<file path="config.mk">
export PLATFORM = sky130hd
export DESIGN_NAME = nibble_cal_rtc
export DESIGN_NICKNAME = d
export VERILOG_FILES = /design/src/rtl/ncal_pkg.sv /design/src/rtl/ncal_ctrl.sv /design/src/rtl/ncal_time_core.sv /design/src/rtl/ncal_alarm.sv /design/src/rtl/nibble_cal_rtc.sv
export SDC_FILE = /design/constraint.sdc
export NUM_CORES = 1
export LEC_CHECK = 0
export ABC_CLOCK_PERIOD_IN_PS = 3900
export BUFFER_PORTS_ARGS = -buffer_cell sky130_fd_sc_hd__buf_2
export CAP_MARGIN = 20
export CORE_MARGIN = 2
export CORE_UTILIZATION = 46
export CTS_CLUSTER_DIAMETER = 60
export DETAILED_ROUTE_END_ITERATION = 10
export GPL_ROUTABILITY_DRIVEN = 1
export PLACE_DENSITY = 0.59
export SETUP_SLACK_MARGIN = 0.15
export SKIP_LAST_GASP = 1
export SYNTH_ARGS = -nofsm -noshare
export SYNTH_HDL_FRONTEND = slang
export SYNTH_HIERARCHICAL = 1
export SYNTH_SLANG_ARGS = --single-unit
</file>
<file path="constraint.sdc">
create_clock -name clk -period 3.9 [get_ports clk]
set_input_delay 0.39 -clock clk [delete_from_list [all_inputs] [get_ports clk]]
set_output_delay 0.39 -clock clk [all_outputs]
set_load 0.01 [all_outputs]
</file>
<file path="src/rtl/ncal_pkg.sv">
package ncal_pkg;
  localparam int NIB_W      = 4;
  localparam int NUM_DIGITS = 15;

  localparam int IX_SEC1   = 0;
  localparam int IX_SEC10  = 1;
  localparam int IX_MIN1   = 2;
  localparam int IX_MIN10  = 3;
  localparam int IX_HR1    = 4;
  localparam int IX_HR10   = 5;
  localparam int IX_WDAY   = 6;
  localparam int IX_DAY1   = 7;
  localparam int IX_DAY10  = 8;
  localparam int IX_MON1   = 9;
  localparam int IX_MON10  = 10;
  localparam int IX_YR1    = 11;
  localparam int IX_YR10   = 12;
  localparam int IX_YR100  = 13;
  localparam int IX_YR1000 = 14;

  localparam logic [3:0] IX_AUX  = 4'hE;
  localparam logic [3:0] IX_CTRL = 4'hF;

  typedef enum logic [1:0] {
    BANK_TIME  = 2'd0,
    BANK_ALARM = 2'd1,
    BANK_TIMER = 2'd2,
    BANK_NONE  = 2'd3
  } bank_e;

  // {carry, next digit}: wraps to zero past lim
  function automatic logic [NIB_W:0] bcd_inc(input logic [NIB_W-1:0] v,
                                             input logic [NIB_W-1:0] lim);
    if (v >= lim) return {1'b1, {NIB_W{1'b0}}};
    return {1'b0, v + 4'd1};
  endfunction

  function automatic logic [7:0] bcd_bin(input logic [NIB_W-1:0] tens,
                                         input logic [NIB_W-1:0] ones);
    return ({4'd0, tens} * 8'd10) + {4'd0, ones};
  endfunction

  function automatic logic [7:0] month_len(input logic [7:0] mon, input logic leap);
    case (mon)
      8'd2:                    return leap ? 8'd29 : 8'd28;
      8'd4, 8'd6, 8'd9, 8'd11: return 8'd30;
      default:                 return 8'd31;
    endcase
  endfunction
endpackage

</file>
<file path="src/rtl/ncal_ctrl.sv">
module ncal_ctrl #(
  parameter int BUSY_CYC = 4
) (
  input  logic       clk,
  input  logic       rst_n,
  input  logic       tick,
  input  logic       wr_en,
  input  logic [2:0] wr_bits,   // {bank[1:0], stop}
  output logic       stop,
  output logic [1:0] bank,
  output logic       busy,
  output logic       adv,
  output logic       check
);
  localparam int CW = $clog2(BUSY_CYC + 1);

  logic [CW-1:0] cnt, cnt_nxt;
  logic          stop_nxt;
  logic [1:0]    bank_nxt;

  assign adv  = tick && !stop;
  assign busy = (cnt != '0);

  always_comb begin
    stop_nxt = stop;
    bank_nxt = bank;
    if (wr_en) begin
      stop_nxt = wr_bits[0];
      bank_nxt = wr_bits[2:1];
    end
    if (adv)            cnt_nxt = CW'(BUSY_CYC);
    else if (cnt != '0) cnt_nxt = cnt - 1'b1;
    else                cnt_nxt = cnt;
  end

  always_ff @(posedge clk or negedge rst_n) begin
    if (!rst_n) begin
      stop  <= 1'b0;
      bank  <= 2'd0;
      cnt   <= '0;
      check <= 1'b0;
    end else begin
      if (wr_en) begin
        stop <= stop_nxt;
        bank <= bank_nxt;
      end
      if (adv || busy) cnt <= cnt_nxt;
      check <= adv;
    end
  end

  p_busy_after_adv_r9: assert property (@(posedge clk) disable iff (!rst_n)
    adv |=> busy);
  p_check_after_adv_r10: assert property (@(posedge clk) disable iff (!rst_n)
    adv |=> check);
  p_ctrl_hold_r3: assert property (@(posedge clk) disable iff (!rst_n)
    !wr_en |=> ($stable(bank) && $stable(stop)));
endmodule

</file>
<file path="src/rtl/ncal_time_core.sv">
module ncal_time_core
  import ncal_pkg::*;
#(
  parameter int NW = NIB_W,
  parameter int ND = NUM_DIGITS
) (
  input  logic                   clk,
  input  logic                   rst_n,
  input  logic                   adv,
  input  logic                   stopped,
  input  logic                   wr_en,
  input  logic [3:0]             wr_idx,
  input  logic [NW-1:0]          wr_nib,
  output logic [ND-1:0][NW-1:0]  digits
);
  logic [ND-1:0][NW-1:0] nxt;
  logic [ND-1:0]         wr_hit;
  logic                  upd, cy;
  logic [NW:0]           st;
  logic [7:0]            day_v, mon_v, mlen;
  logic [4:0]            leap_sum;
  logic                  leap;

  for (genvar g = 0; g < ND; g++) begin : g_hit
    assign wr_hit[g] = wr_en && stopped && (wr_idx == 4'(g));
  end

  // 10 = 2 mod 4, so the last two digits decide divisibility by 4
  assign leap_sum = {digits[IX_YR10][0], 1'b0} + {1'b0, digits[IX_YR1]};
  assign leap     = (leap_sum[1:0] == 2'b00);
  assign day_v    = bcd_bin(digits[IX_DAY10], digits[IX_DAY1]);
  assign mon_v    = bcd_bin(digits[IX_MON10], digits[IX_MON1]);
  assign mlen     = month_len(mon_v, leap);
  assign upd      = adv || (|wr_hit);

  always_comb begin
    nxt = digits;
    cy  = 1'b0;
    st  = '0;
    if (adv) begin
      st = bcd_inc(digits[IX_SEC1], 4'd9);
      nxt[IX_SEC1] = st[NW-1:0];
      cy = st[NW];
      if (cy) begin
        st = bcd_inc(digits[IX_SEC10], 4'd5);
        nxt[IX_SEC10] = st[NW-1:0];
        cy = st[NW];
      end
      if (cy) begin
        st = bcd_inc(digits[IX_MIN1], 4'd9);
        nxt[IX_MIN1] = st[NW-1:0];
        cy = st[NW];
      end
      if (cy) begin
        st = bcd_inc(digits[IX_MIN10], 4'd5);
        nxt[IX_MIN10] = st[NW-1:0];
        cy = st[NW];
      end
      if (cy) begin
        if (digits[IX_HR10] >= 4'd2 && digits[IX_HR1] >= 4'd3) begin
          nxt[IX_HR1]  = '0;
          nxt[IX_HR10] = '0;
        end else begin
          st = bcd_inc(digits[IX_HR1], 4'd9);
          nxt[IX_HR1] = st[NW-1:0];
          if (st[NW]) nxt[IX_HR10] = digits[IX_HR10] + 4'd1;
          cy = 1'b0;
        end
      end
      if (cy) begin
        nxt[IX_WDAY] = (digits[IX_WDAY] >= 4'd6) ? 4'd0 : digits[IX_WDAY] + 4'd1;
        if (day_v >= mlen) begin
          nxt[IX_DAY1]  = 4'd1;
          nxt[IX_DAY10] = 4'd0;
        end else begin
          st = bcd_inc(digits[IX_DAY1], 4'd9);
          nxt[IX_DAY1] = st[NW-1:0];
          if (st[NW]) nxt[IX_DAY10] = digits[IX_DAY10] + 4'd1;
          cy = 1'b0;
        end
      end
      if (cy) begin
        if (mon_v >= 8'd12) begin
          nxt[IX_MON1]  = 4'd1;
          nxt[IX_MON10] = 4'd0;
        end else begin
          st = bcd_inc(digits[IX_MON1], 4'd9);
          nxt[IX_MON1] = st[NW-1:0];
          if (st[NW]) nxt[IX_MON10] = digits[IX_MON10] + 4'd1;
          cy = 1'b0;
        end
      end
      for (int k = IX_YR1; k <= IX_YR1000; k++) begin
        if (cy) begin
          st = bcd_inc(digits[k], 4'd9);
          nxt[k] = st[NW-1:0];
          cy = st[NW];
        end
      end
    end else begin
      for (int k = 0; k < ND; k++) begin
        if (wr_hit[k]) nxt[k] = wr_nib;
      end
    end
  end

  always_ff @(posedge clk or negedge rst_n) begin
    if (!rst_n) begin
      digits           <= '0;
      digits[IX_DAY1]  <= 4'd1;
      digits[IX_MON1]  <= 4'd1;
    end else if (upd) begin
      digits <= nxt;
    end
  end

  p_stop_holds_r4: assert property (@(posedge clk) disable iff (!rst_n)
    (stopped && !adv && !wr_en) |=> $stable(digits));
  p_sec_step_r4: assert property (@(posedge clk) disable iff (!rst_n)
    (adv && digits[IX_SEC1] < 4'd9) |=> (digits[IX_SEC1] == $past(digits[IX_SEC1]) + 4'd1));
  p_run_write_ignored_r5: assert property (@(posedge clk) disable iff (!rst_n)
    (!stopped && !adv) |=> $stable(digits));
endmodule

</file>
<file path="src/rtl/ncal_alarm.sv">
module ncal_alarm
  import ncal_pkg::*;
#(
  parameter int NW = NIB_W,
  parameter int NA = IX_DAY10 + 1
) (
  input  logic                   clk,
  input  logic                   rst_n,
  input  logic                   check,
  input  logic                   reg_wr,
  input  logic                   ctl_wr,
  input  logic [3:0]             wr_idx,
  input  logic [NW-1:0]          wr_nib,
  input  logic [NA-1:0][NW-1:0]  now,
  input  logic [3:0]             rd_idx,
  output logic [NW-1:0]          rd_nib,
  output logic                   irq
);
  logic [NA-1:0][NW-1:0] areg, areg_nxt;
  logic [NA-1:0]         hit;
  logic                  aie, af, aie_nxt, af_nxt, match;

  function automatic logic pair_ok(input logic [NW-1:0] at, input logic [NW-1:0] ao,
                                   input logic [NW-1:0] tt, input logic [NW-1:0] to);
    return at[NW-1] || ((tt == {1'b0, at[NW-2:0]}) && (to == ao));
  endfunction

  for (genvar g = 0; g < NA; g++) begin : g_areg
    assign hit[g]      = reg_wr && (wr_idx == 4'(g));
    assign areg_nxt[g] = hit[g] ? wr_nib : areg[g];
  end

  assign match =
    pair_ok(areg[IX_SEC10], areg[IX_SEC1], now[IX_SEC10], now[IX_SEC1]) &&
    pair_ok(areg[IX_MIN10], areg[IX_MIN1], now[IX_MIN10], now[IX_MIN1]) &&
    pair_ok(areg[IX_HR10],  areg[IX_HR1],  now[IX_HR10],  now[IX_HR1])  &&
    pair_ok(areg[IX_DAY10], areg[IX_DAY1], now[IX_DAY10], now[IX_DAY1]) &&
    (areg[IX_WDAY][NW-1] || (now[IX_WDAY] == {1'b0, areg[IX_WDAY][NW-2:0]}));

  always_comb begin
    aie_nxt = ctl_wr ? wr_nib[0] : aie;
    if (check && match)          af_nxt = 1'b1;
    else if (ctl_wr && !wr_nib[1]) af_nxt = 1'b0;
    else                         af_nxt = af;
  end

  always_comb begin
    rd_nib = '0;
    for (int k = 0; k < NA; k++) begin
      if (rd_idx == 4'(k)) rd_nib = areg[k];
    end
    if (rd_idx == IX_AUX) rd_nib = {2'b00, af, aie};
  end

  assign irq = af && aie;

  always_ff @(posedge clk or negedge rst_n) begin
    if (!rst_n) begin
      areg <= '0;
      aie  <= 1'b0;
      af   <= 1'b0;
    end else begin
      if (reg_wr) areg <= areg_nxt;
      if (ctl_wr) aie  <= aie_nxt;
      af <= af_nxt;
    end
  end

  p_flag_rise_on_check_r10: assert property (@(posedge clk) disable iff (!rst_n)
    $rose(af) |-> $past(check));
  p_flag_clear_r12: assert property (@(posedge clk) disable iff (!rst_n)
    (ctl_wr && !wr_nib[1] && !check) |=> !af);
  p_enable_store_r12: assert property (@(posedge clk) disable iff (!rst_n)
    ctl_wr |=> (aie == $past(wr_nib[0])));
endmodule

</file>
<file path="src/rtl/nibble_cal_rtc.sv">
module nibble_cal_rtc
  import ncal_pkg::*;
#(
  parameter int ADDR_W   = 6,
  parameter int BUSY_CYC = 4
) (
  input  logic              clk,
  input  logic              rst_n,
  input  logic              tick_1hz,
  input  logic              bus_sel,
  input  logic              bus_we,
  input  logic [ADDR_W-1:0] bus_addr,
  input  logic [NIB_W-1:0]  bus_wdata,
  output logic [NIB_W-1:0]  bus_rdata,
  output logic              irq
);
  localparam int IDX_LSB = 2;
  localparam int NA      = IX_DAY10 + 1;

  logic [1:0]                    rst_pipe;
  logic                          rst_sync_n;
  logic [3:0]                    idx;
  logic                          decoded, wr;
  logic                          stop, busy, adv, check;
  logic [1:0]                    bank;
  logic [NUM_DIGITS-1:0][NIB_W-1:0] digits;
  logic [NIB_W-1:0]              t_rd, a_rd, rd_mux;
  logic                          tmr_en, tmr_en_nxt, tmr_wr;

  always_ff @(posedge clk or negedge rst_n) begin
    if (!rst_n) rst_pipe <= 2'b00;
    else        rst_pipe <= {rst_pipe[0], 1'b1};
  end
  assign rst_sync_n = rst_pipe[1];

  assign idx     = bus_addr[IDX_LSB +: 4];
  assign decoded = (bus_addr[IDX_LSB-1:0] == '0) && ((bus_addr >> (IDX_LSB + 4)) == '0);
  assign wr      = bus_sel && bus_we && decoded;

  ncal_ctrl #(.BUSY_CYC(BUSY_CYC)) ctrl_i (
    .clk     (clk),
    .rst_n   (rst_sync_n),
    .tick    (tick_1hz),
    .wr_en   (wr && (idx == IX_CTRL)),
    .wr_bits (bus_wdata[3:1]),
    .stop    (stop),
    .bank    (bank),
    .busy    (busy),
    .adv     (adv),
    .check   (check)
  );

  ncal_time_core time_i (
    .clk     (clk),
    .rst_n   (rst_sync_n),
    .adv     (adv),
    .stopped (stop),
    .wr_en   (wr && (bank == BANK_TIME)),
    .wr_idx  (idx),
    .wr_nib  (bus_wdata),
    .digits  (digits)
  );

  ncal_alarm #(.NA(NA)) alarm_i (
    .clk    (clk),
    .rst_n  (rst_sync_n),
    .check  (check),
    .reg_wr (wr && (bank == BANK_ALARM)),
    .ctl_wr (wr && (bank == BANK_ALARM) && (idx == IX_AUX)),
    .wr_idx (idx),
    .wr_nib (bus_wdata),
    .now    (digits[NA-1:0]),
    .rd_idx (idx),
    .rd_nib (a_rd),
    .irq    (irq)
  );

  assign tmr_wr     = wr && (bank == BANK_TIMER) && (idx == IX_AUX);
  assign tmr_en_nxt = tmr_wr ? bus_wdata[0] : tmr_en;

  always_ff @(posedge clk or negedge rst_sync_n) begin
    if (!rst_sync_n)  tmr_en <= 1'b0;
    else if (tmr_wr)  tmr_en <= tmr_en_nxt;
  end

  always_comb begin
    t_rd = '0;
    for (int k = 0; k < NUM_DIGITS; k++) begin
      if (idx == 4'(k)) t_rd = digits[k];
    end
  end

  always_comb begin
    if (idx == IX_CTRL) rd_mux = {bank, stop, busy};
    else begin
      case (bank_e'(bank))
        BANK_TIME:  rd_mux = t_rd;
        BANK_ALARM: rd_mux = a_rd;
        BANK_TIMER: rd_mux = (idx == IX_AUX) ? {3'b000, tmr_en} : '0;
        default:    rd_mux = '0;
      endcase
    end
  end

  assign bus_rdata = decoded ? rd_mux : '0;

  p_undecoded_quiet_r2: assert property (@(posedge clk) disable iff (!rst_sync_n)
    !decoded |-> (bus_rdata == '0));
endmodule

</file>
# Word level (Yosys, flattened, before mapping)
# Cells that the tools add are included.
[classes]
n_addsub = 19
reduce_logical = 104
eq_ne = 44
mux = 156
n_lt_le_gt_ge = 16
multipliers = 2
[ops]
columns = ["op", "n"]
rows = [
  ["$mux 4", 55],
  ["$mux 5", 30],
  ["$add 4x1->4 const B", 15],
  ["$mux 1", 60],
  ["$mux 60", 1],
  ["$logic_and 1x1->1", 46],
  ["$mux 8", 5],
  ["$ge 4x4->1 const B", 9],
  ["$reduce_bool 2->1", 17],
  ["$reduce_and 3->1", 11],
  ["$eq 4x4->1 const B", 8],
  ["$reduce_and 2->1", 11],
  ["$eq 4x3->1", 5],
  ["$ne 2x1->1 const B", 10],
  ["$add 8x4->8", 2],
  ["$eq 4x3->1 const B", 4],
  ["$eq 4x4->1", 4],
  ["$eq 8x3->1 const B", 2],
  ["$eq 8x4->1 const B", 2],
  ["$pmux 8 s2", 1],
  ["$reduce_or 15->1", 1],
  ["$mul 4x3->7 const B", 2],
  ["$ge 4x3->1 const B", 3],
  ["$mux 12", 1],
  ["20 further kinds", 36],
]
[word_totals]
wordCells = 373
in_bits = 15
output_inout_bits = 5
reg_bits = 108

# Depth between registers and ports, before layout
[depth]
word_depth = 46
ltp_mapped = 16
mapped_depth_nobuf = 16

# Hierarchy
# The synthesis kept the hierarchy.
[modules_own_cells]
columns = ["module", "area_each_um2", "n_inst", "seq_area_each_um2", "cells_per_inst"]
rows = [
  ["ncal_time_core", 4787.1, 1, 1503.9, 552],
  ["ncal_alarm", 2288.4, 1, 950.9, 208],
  ["nibble_cal_rtc", 1024.7, 1, 75.1, 143],
  ["ncal_ctrl", 311.5, 1, 175.2, 23],
]

# Worst setup path after synthesis
# Ideal clock, no wire load.
[synth_timing]
path_type = "register to register"
from = "reg time_i/digits[41] in the netlist's numbering"
to = "reg time_i/digits[48] in the netlist's numbering"
n_path_buf = 0
setup_time_ps = 125
path_slack_ps = -295
arrival_time_ps = 4069
path_stages_with_launch = 17
required_time_ps = 3775
synth_period_minus_slack_ps = 4195
cell_sequence = "dfrtp_1 > ha_1 > ha_1 > fa_1 > inv_1 > or3_1 > o31ai_2 > and2_2 > nand2_1 > ha_1 > nand2b_1 > a21o_1 > a221o_1 > a21oi_2 > nor3_4 > a21o_1 > mux2_4"
[synth_via]
elab_chain_len = 15
elab_cells_between_ends = 21
cone_classes = "add/sub (1); mul (1); order compare (2); eq/ne (6); mux (9); reduce/logical (2)"
[synth_lines]
columns = ["element", "line", "source"]
rows = [
  ["from (decl)", "ncal_time_core.sv:14", "output logic [ND-1:0][NW-1:0] digits"],
  ["from (signal assigned)", "ncal_time_core.sv:113", "digits <= nxt;"],
  ["$mul 4x3->7 (*)", "ncal_pkg.sv:40", "return ({4'd0, tens} * 8'd10) + {4'd0, ones};"],
  ["$add 8x4->8 (*)", "ncal_pkg.sv:40", ""],
  ["$eq 8x3->1 or $eq 8x4->1 (tied branches)", "ncal_pkg.sv:44", "case (mon)"],
  ["$reduce_or 4->1", "ncal_pkg.sv:44", ""],
  ["$pmux 8 s2", "ncal_pkg.sv:44", ""],
  ["$ge 8x8->1", "ncal_time_core.sv:72", "if (day_v >= mlen) begin"],
  ["$mux 1", "ncal_time_core.sv:72", ""],
  ["$mux 1", "ncal_time_core.sv:70", "if (cy) begin"],
  ["$mux 1", "ncal_time_core.sv:40", "if (adv) begin"],
  ["$mux 1 (*)", "ncal_time_core.sv:82", "if (cy) begin"],
  ["$mux 1 (*)", "ncal_time_core.sv:40", ""],
  ["$mux 1 (*)", "ncal_time_core.sv:94", "if (cy) begin"],
  ["$mux 1 (*)", "ncal_time_core.sv:40", ""],
  ["$ne 2x1->1 (no line) (*)", "-", ""],
  ["$reduce_and 3->1 (no line) (*)", "-", ""],
]
# Mark *: on every way between the ends. The rest lies on a longest branch, timed or not. The select of a mux whose other input is x is not followed.
# A chain may end at the register's enable or synchronous reset.

# Final worst setup path
# Ends and elaborated chain as after synthesis.

==> qor.yml <==
track_usage_pct: 26.0
synth.avg_cell_area_um2: 9.08
drc: 0
power_density_nw_per_um2: 486
syn_inst: 926
path_delay_family: "adder cells"
whs_ns: 0.318
cp.arrival_ns: 4.45
post-dp-hpwl_um: 17800
critical-path-slowest-cell: "fa_1"
worstPathRequired_ns: 4.16
stdcell_count: 1203
fp-row-count: 49
crit_type: "register to register"
yosys-top-cells-count: "106 x dfrtp_1, 69 x nand2_1, 66 x nor2_1"
grt_setup_unrepaired: "true"
core_um2: 18000
max_freq_ghz: 0.238
maxSlewHeadroom_pct: 43.5
cts_sinks: 108
path_max_fanout: 5
clk_pin_slew_ns: 0.08
io_pins: 20
die_x_um: 139
routed_wirelength_um: 24800
async_flop_share_pct: 100
setup_ws_ns: -0.293
vias: 7458
drt_iter0_drc: 674
synth_ff_type: "dfrtp_1"
grt_pass1_wl_um: 40000
synth_edf_count: 0
synth_largest_area_cell: "dfrtp_1"
synth_seq_cells: 108
fillerInstances: 1686
gp_congestion: 0.893
fin_crit_sh_pct: 108
synth-seq-area-share_pct: 32.2
syn_area_um2: 8410
die_area_um2: 19400
initial_utilization_pct: 46.8
clock_skew_ns: 0.0123
viasPerCell: 6.20
io_buffers: 19
htree_levels: 3
cts_buffer_depth: 2
insertedDiodeCount: 0
critPathLaunchType: "register"
min_period_ns: 4.19
final_hold_viol_count: 0
worstPathCellList: "ha_1 > ha_2 > fa_1 > inv_2 > or3_4 > o31ai_4 > and2_4 > and4b_1 > ha_1 > a21o_1 > a221o_1 > a21oi_4 > nor3_4 > a21o_1 > mux2_4"
worstReg2RegStart: "time_i/digits[41]"
tightest_slew_ns: 0.842
placed_cell_area_um2: 8920
leakagePower_nw: 4.37
syn_nets: 1002
synth_warnings: 6
drive_above_1_share_pct: 20.0
areaGrowthSynthToFinish_pct: 13.3
drtAntennaViolNets: 0
tritoncts: "done"
final_cell_area_um2: 9530
placed_cells: 1177
die_h_um: 139
cp_slowest_stage_delay_ns: 0.55
ys_top_cells_by_area: "dfrtp_1 32%, ha_1 8.5%, mux2_2 6.4%"
grt_max_degree: 56
run_status: "finished, violations left"
peakVddDrop_v: 0.000397
min_path_type: "input port to async pin"
grt_pass1_vias: 7101
clockRootBuffer: "clkbuf_16"
firstDrtPassIters: 5
reg2reg_to: "time_i/digits[48]"
cts_inserted_buffers: 9
antenna_found_initial: 0
crit_buf_inv: 1
clk_latency_ns: 0.37
setup_violations: 32
synth.top_cell.area_share_pct: 31.5
wl_per_cell_um: 20.6
slew_violations: 0
cp-end-kind: "register"
violations: "setup timing"
tns_ns: -5.98
worstRegToRegCells: 15
r2r_setup_slack_ns: -0.29
overflow: 0
nets: 1045
yosysUniqueCellTypes: 98
yosysMostFrequentCell: "dfrtp_1"
cap_violations: 0
==> state kept, by name (all words and copies together) (netlist names) <==
| register | count |
|---|---|
| time_i/digits | 60 |
| alarm_i/areg | 36 |
| ctrl_i/cnt | 3 |
| ctrl_i/bank | 2 |
| rst_pipe | 2 |
| alarm_i/af | 1 |
| alarm_i/aie | 1 |
| ctrl_i/check | 1 |
| ctrl_i/stop | 1 |
| tmr_en | 1 |
==> cells by family (layout without fill, tap and decap cells) <==
family | after synthesis | count (layout) | synth area share, %
AO/OA/AOI/OAI | 268 | 268 | 21.8
XOR/XNOR | 39 | 39 | 4.15
adder cells (fa/ha/maj) | 61 | 61 | 9.43
buffers and inverters | 84 | 132 | 4.15
flip-flops | 108 | 108 | 32.2
multiplexers | 70 | 70 | 9.83
other | 1 | 1 | 0.0446
AND/OR/NAND/NOR | 295 | 295 | 18.4
==> cells in the final DEF, fill, tap and decap left out, types with 7 or more instances in the layout <==
master,count
a21o_1,8
a21oi_1,56
a21oi_2,7
a22oi_1,7
a31oi_1,16
and3_1,7
buf_2,19
buf_4,30
buf_6,12
clkbuf_16,9
dfrtp_1,105
ha_1,55
inv_1,52
mux2_2,48
mux2i_1,14
nand2_1,65
nand2b_1,15
nand3_1,25
nor2_1,64
nor2b_1,21
nor3_1,17
nor3b_1,12
nor4_1,13
o21ai_0,51
o21ai_1,7
o22ai_1,10
o31ai_1,9
xor2_1,33
==> worst max-delay path by stage <==
stage	from	endpoint	slack [ns]	depth (start not counted)
after detailed placement	time_i/digits[41]	time_i/digits[52]	-0.34	16
final	time_i/digits[41]	time_i/digits[48]	-0.29	15
after global placement	time_i/digits[41]	time_i/digits[48]	-0.30	16
after floorplan	time_i/digits[41]	time_i/digits[52]	-0.26	16
after CTS	time_i/digits[41]	time_i/digits[52]	-0.28	15
after global routing	time_i/digits[41]	time_i/digits[52]	-0.49	15
==> metal layers <==
layer	share of wire (%)	vias to the layer above	track usage [%]
met5	0	-	0
met4	1.6	0	8.08
met3	4.9	28	2.41
met2	48	243	41.2
met1	46	3693	37.9
li1	-	3494	-
==> power breakdown <==
group          total, mW  switching [mW]  internal, mW
Sequential          1.71           0.382          1.33
Clock              0.912           0.452         0.460
Combinational       2.01            1.15         0.868
==> cell type report <==
class                      count  area (um^2)  share of cell area, %
sequential                   108         2710                   28.4
clock buffer                  11          243                   2.55
clock inverter                 5         42.5                  0.446
inverter                      54          203                   2.13
tap                          229          287                   3.01
multi-input combinational    734         5580                   58.6
timing repair buffer          62          465                   4.88
==> worst reg2reg max path, delay by kind of cell (launching register included) <==
family          cells  cell delay (ns)
compound gates      5             1.21
buf+inv             1             0.05
fa+ha+maj           4             1.28
mux                 1             0.29
flops               1             0.40
simple gates        4             0.87
==> repair_timing <==
| action | in CTS | in global routing |
|---|---|---|
| cloned | 0 | 0 |
| hold buffers | 1 | 0 |
| pin swaps | 18 | 9 |
| gates resized for setup | 26 | 28 |
| endpoints found under the setup margin | 32 | 32 |
| buffers inserted | 7 | 2 |
| hold endpoints to repair | 2 | 0 |
==> metrics by stage <==
step           setup slack [ns]  utilization, %  total power [mW]
6_report                 -0.293            53.1              4.63
4_1_cts                  -0.284            52.3              4.56
5_1_grt                  -0.492            53.1              4.98
3_5_place_dp             -0.339            49.7              3.57
3_3_place_gp             -0.300            49.7              3.55
2_1_floorplan            -0.261               -              2.96
(Power assumes the default switching activity.)
